--- src/rtl/memtype_regfile.sv ---
module memtype_regfile #(
  parameter int PA_WIDTH = 36,
  parameter int NUM_VAR  = 8,
  parameter int ADDR_W   = 12,
  parameter logic [ADDR_W-1:0] FIX_BASE  = 12'h100,
  parameter logic [ADDR_W-1:0] CTRL_ADDR = 12'h1F0,
  parameter logic [ADDR_W-1:0] ATTR_ADDR = 12'h1F8,
  parameter logic [ADDR_W-1:0] CAP_ADDR  = 12'h0FE,
  parameter logic [ADDR_W-1:0] VAR_BASE  = 12'h200
) (
  input  logic              clk,
  input  logic              rst_n,
  input  logic [ADDR_W-1:0] addr,
  input  logic [63:0]       wdata,
  input  logic              wr_en,
  input  logic              rd_en,
  output logic [63:0]       rdata,
  output logic              err
);
  localparam int FIX_N  = 11;
  localparam int FIDX_W = $clog2(FIX_N);
  localparam int VIDX_W = (NUM_VAR > 1) ? $clog2(NUM_VAR) : 1;
  localparam logic [63:0] PA_KEEP = (64'd1 << PA_WIDTH) - 64'd1;
  localparam logic [63:0] HI_BITS = ~PA_KEEP;
  localparam logic [63:0] CAP_VAL = 64'h500 | 64'(NUM_VAR);
  localparam logic [63:0] CTRL_ALLOWED = 64'hCFF;
  localparam logic [ADDR_W-1:0] FIX_END = FIX_BASE + ADDR_W'(FIX_N);
  localparam logic [ADDR_W-1:0] VAR_END = VAR_BASE + ADDR_W'(2 * NUM_VAR);

  logic [63:0]                 ctrl_q, attr_q;
  logic [FIX_N-1:0][63:0]      fix_q;
  logic [NUM_VAR-1:0][63:0]    vbase_q, vmask_q;

  function automatic logic rng_ok(input logic [7:0] t);
    return (t == 8'd0) || (t == 8'd1) || (t == 8'd4) || (t == 8'd5) || (t == 8'd6);
  endfunction

  function automatic logic attr_ok(input logic [7:0] t);
    return rng_ok(t) || (t == 8'd7);
  endfunction

  function automatic logic all_rng(input logic [63:0] v);
    logic ok;
    ok = 1'b1;
    for (int i = 0; i < 8; i++) ok = ok & rng_ok(v[i*8 +: 8]);
    return ok;
  endfunction

  function automatic logic all_attr(input logic [63:0] v);
    logic ok;
    ok = 1'b1;
    for (int i = 0; i < 8; i++) ok = ok & attr_ok(v[i*8 +: 8]);
    return ok;
  endfunction

  logic [ADDR_W-1:0] fix_off, var_off;
  logic [FIDX_W-1:0] fidx;
  logic [VIDX_W-1:0] vidx;
  logic is_fix, is_var, is_mask, is_ctrl, is_attr, is_cap, hit;
  logic wr_ok;
  logic [63:0] rd_val;

  assign fix_off = addr - FIX_BASE;
  assign var_off = addr - VAR_BASE;
  assign fidx    = fix_off[FIDX_W-1:0];
  assign vidx    = var_off[VIDX_W:1];
  assign is_mask = var_off[0];
  assign is_fix  = (addr >= FIX_BASE) && (addr < FIX_END);
  assign is_var  = (addr >= VAR_BASE) && (addr < VAR_END);
  assign is_ctrl = (addr == CTRL_ADDR);
  assign is_attr = (addr == ATTR_ADDR);
  assign is_cap  = (addr == CAP_ADDR);
  assign hit     = is_fix | is_var | is_ctrl | is_attr | is_cap;

  always_comb begin
    wr_ok = 1'b0;
    if (is_fix)       wr_ok = all_rng(wdata);
    else if (is_attr) wr_ok = all_attr(wdata);
    else if (is_ctrl) wr_ok = ((wdata & ~CTRL_ALLOWED) == 64'd0) && rng_ok(wdata[7:0]);
    else if (is_cap)  wr_ok = 1'b1;
    else if (is_var) begin
      if (is_mask) wr_ok = (wdata[10:0] == 11'd0) && ((wdata & HI_BITS) == 64'd0);
      else         wr_ok = rng_ok(wdata[7:0]) && (wdata[11:8] == 4'd0) && ((wdata & HI_BITS) == 64'd0);
    end
  end

  always_comb begin
    rd_val = 64'd0;
    if (is_fix)       rd_val = fix_q[fidx];
    else if (is_attr) rd_val = attr_q;
    else if (is_ctrl) rd_val = ctrl_q;
    else if (is_cap)  rd_val = CAP_VAL;
    else if (is_var)  rd_val = (is_mask ? vmask_q[vidx] : vbase_q[vidx]) & PA_KEEP;
  end

  always_ff @(posedge clk) begin
    if (!rst_n) begin
      ctrl_q  <= '0;
      attr_q  <= '0;
      fix_q   <= '0;
      vbase_q <= '0;
      vmask_q <= '0;
      rdata   <= '0;
      err     <= 1'b0;
    end else begin
      rdata <= (rd_en && hit) ? rd_val : 64'd0;
      err   <= (wr_en && !(hit && wr_ok)) || (rd_en && !hit);
      if (wr_en && hit && wr_ok) begin
        if (is_fix)       fix_q[fidx] <= wdata;
        else if (is_attr) attr_q      <= wdata;
        else if (is_ctrl) ctrl_q      <= wdata;
        else if (is_var) begin
          if (is_mask) vmask_q[vidx] <= wdata | HI_BITS;
          else         vbase_q[vidx] <= wdata;
        end
      end
    end
  end
endmodule

--- config.mk ---
export PLATFORM = sky130hd
export DESIGN_NAME = memtype_regfile
export DESIGN_NICKNAME = d
export VERILOG_FILES = /design/src/rtl/memtype_regfile.sv
export SDC_FILE = /design/constraint.sdc
export NUM_CORES = 2
export LEC_CHECK = 0
export BUFFER_PORTS_ARGS = -buffer_cell sky130_fd_sc_hd__buf_2
export CORE_UTILIZATION = 50
export DETAILED_ROUTE_END_ITERATION = 8
export PLACE_DENSITY = 0.69
export SLEW_MARGIN = 40
export SYNTH_ARGS = -nofsm -noshare
export SYNTH_HDL_FRONTEND = slang
export SYNTH_SLANG_ARGS = --single-unit
--- constraint.sdc ---
create_clock -name clk -period 2.9 [get_ports clk]
set_clock_uncertainty 0.15 [all_clocks]
set_input_delay 0.58 -clock clk [delete_from_list [all_inputs] [get_ports clk]]
set_output_delay 0.58 -clock clk [all_outputs]
set_load 0.05 [all_outputs]
==> summary.md <==
| Metric | Value |
|---|---|
| Post-layout nets | `5705` |
| Via count | `44600` |
| Area Overhead vs Synth | `17.6%` |
| Slew Viols, Final | `0` |
| Min-Delay Endpoint | `err$_SDFF_PN0_` |
| Vias per inst | `6.18` |
| IO Port Bufs | `144` |
| Antenna violations before repair | `8` |
| Total power | `41.9 mW` |
| Worst hold path stage count | `3` |
| Reg2Reg Depth | `7` |
| Post-synth EDFFs | `0` |
| Gr usage total | `29.8%` |
| CP Class | `in2reg` |
| Max Root-Sink Buffers | `3` |
| Vias in the first global route | `42200` |
| Max Fanout on Critical Path | `18` |
| Rows | `121` |
| Routed Antenna Nets | `0` |
| Post-layout minimum cycle time | `2550 ps` |
| Largest net degree at the start of global routing | `133` |
| Post-route clock period utilization | `87.8%` |
| Clock latency on the worst-skew pair | `770 ps` |
| Dominant cell type by area after synthesis | `dfxtp_1` |
| Final HPWL DP | `108000 um` |
| Reg2reg end | `rdata[5]$_SDFF_PN0_` |
| Leakage power | `27.6 nW` |
| CTS root buf | `clkbuf_16` |
| Die ar. | `113000 um2` |
| Sequential cell area fraction in the yosys report | `53.0%` |
| Count leader, synth | `dfxtp_1` |
| Sink Count | `1473` |
| 1st-iter DRT viols | `5126` |
| DIE HEIGHT | `336 um` |
| Dpl cell area | `60400 um2` |
| Core Area | `110000 um2` |
| Avg WL per Cell | `23.7 um` |
| RSZ-0062 raised after global routing | `no` |
| Final WL | `171000 um` |
| Register bit total from synthesis | `1473` |
| GPL Wtd Cong | `0.880` |
| VDD IR max | `0.000411 V` |
| Main area contributors after synthesis | `dfxtp_1 (53%), and3_1 (7.9%), mux4_2 (6.1%), nand3_1 (5.9%), o21ai_0 (5.4%)` |
| Htree depth | `4` |
| TritonCTS clock tree | `yes` |
| DRC Markers | `0` |
| Relative slew slack | `46.7%` |
| 1st-pass router iterations | `9` |
| Final setup viols | `0` |
| Total I/O pin count | `145` |
| FF-to-FF Start | `vbase_q[453]$_SDFFE_PN0P_` |
| FFs w/ async S/R, synth | `0%` |
| Yosys top cell area share | `53.0%` |
| Ys flop type | `dfxtp_1` |
| Share of layout cells above drive strength 1 | `19.0%` |
| Element type at the critical path start | `input port` |
| CP Data Required Time | `3400 ps` |
| Gr ovfl total | `0` |
| Final hold viol count | `0` |
| Post-synthesis cell count | `5505` |
| DIE WIDTH | `336 um` |
| Synthesized cell area | `55600 um2` |
| Reg2Reg Setup Slack | `570 ps` |
| Layout Cell Area excl Fill | `65400 um2` |
| Ys Warns | `0` |
| Max Fclk | `393 MHz` |
| Reg clk slew, reported paths | `60 ps` |
| Post-cts sizing count | `0` |
| Hold Slack | `52.8 ps` |
| PwrDens | `641 nW/um2` |
| HP Start | `wr_en` |
| Wire length of the first global-routing pass | `259000 um` |
| HP Class | `in2reg` |
| Syn_nets | `5585` |
| Slew @ Worst Pin | `798 ps` |
| Post-synth top cells | `dfxtp_1 (1473), and3_1 (701), nand3_1 (656)` |
| Post-layout util | `59.7%` |
| Num CTS Buffers | `146` |
| Yosys cell types | `69` |
| Critical Path End Type | `flop` |
| MaxCap Viol Count | `0` |
| Worst Path Arrival | `3050 ps` |
| Status | `completed` |
| Synth Area per Inst | `10.1 um2` |
| Initial Util | `50.7%` |
[worst max-delay path, cell delays in order]
cell	delay, ps
buf_6	160
buf_4	190
nor2b_1	390
nand2_1	210
buf_12	190
buf_4	160
o211ai_1	170
o22ai_1	190
a222oi_1	370
buf_4	180
a21oi_1	70
buf_4	140
[area by class of cell]
class | instances | area [um2]
multi-input combinational | 3427 | 23700
inverter | 12 | 50.0
clock buffer | 216 | 4380
fill | 8992 | 44200
timing repair buffer | 565 | 5250
tap | 1476 | 1850
antenna | 2 | 5.00
sequential | 1473 | 29500
clock inverter | 50 | 634
[power by group]
group	internal, mW	leakage (nW)	switching [mW]	total, mW
Combinational	0.717	13.3	1.35	2.06
Clock	11.5	2.48	8.11	19.6
Sequential	20.2	11.9	0.00180	20.2
Total	32.5	27.6	9.46	41.9
[metrics by stage]
| stage | setup TNS (ps) | setup WS [ps] | cells |
|---|---|---|---|
| 6_report | 0 | 353 | 7221 |
| 5_1_grt | 0 | 369 | 7220 |
| 3_5_place_dp | -156300 | -329 | 6952 |
| 3_3_place_gp | -134310 | -382 | 6951 |
| 4_1_cts | 0 | 433 | 7219 |
| 2_1_floorplan | 0 | 229 | 5505 |
[per-layer routing]
metal  global-route usage, %  vias to the layer above  routed length [um]
met4                    11.2                        6                5860
met2                    45.6                     1953               75900
met3                    5.06                      327               15000
li1                        -                    20400                   -
met1                    42.0                    21900               74200
met5                       0                        -                  46
[what timing repair did]
action / 4_1_cts / 5_1_grt
hold buffers: 1 / 0
setup buffers: 0 / 0
endpoints found under the hold margin: 1 / 0
[worst max-delay path by stage]
stage                     startpoint              endpoint  slack [ps]  depth (start not counted)
final                        addr[2]   rdata[7]$_SDFF_PN0_         350                         12
after global routing         addr[2]   rdata[7]$_SDFF_PN0_         370                         12
after CTS                    addr[2]   rdata[7]$_SDFF_PN0_         430                         12
after detailed placement     addr[2]   rdata[7]$_SDFF_PN0_        -330                         12
after global placement       addr[2]  rdata[20]$_SDFF_PN0_        -380                         13
after floorplan              addr[1]  rdata[48]$_SDFF_PN0_         230                          9
[sequential cells by signal, summed over array words and instances (netlist names)]
register,cells
rdata,64
fix_q,704
attr_q,64
ctrl_q,64
err,1
vmask_q,288
vbase_q,288
[cell usage in the layout, fill, tap and decap left out, types with 11 or more instances in the layout]
cell type  instances
a21oi_1          117
a222oi_1          58
a2bb2oi_1         15
and3_1           700
buf_12           106
buf_2            139
buf_4            314
bufinv_16         11
clkbuf_1          30
clkbuf_16        152
clkbuf_8          34
clkinv_2          22
dfxtp_1         1473
mux2_2            92
mux2i_1          241
mux4_2           150
nand2_1           92
nand2b_1          11
nand3_1          641
nand3_2           17
nor2_1           143
nor2b_1           82
nor3_1            11
nor4_1            18
o21a_1            12
o21ai_0          602
o21ai_1           80
o221ai_1          42
o22ai_1          160
[logic make-up after synthesis]
| group | share of synthesized area (%) |
|---|---|
| simple gates | 17.6 |
| flops | 53.0 |
| compound gates | 12.5 |
| buf+inv | 4.56 |
| mux | 12.3 |
Power figures use the tool's default switching activity.
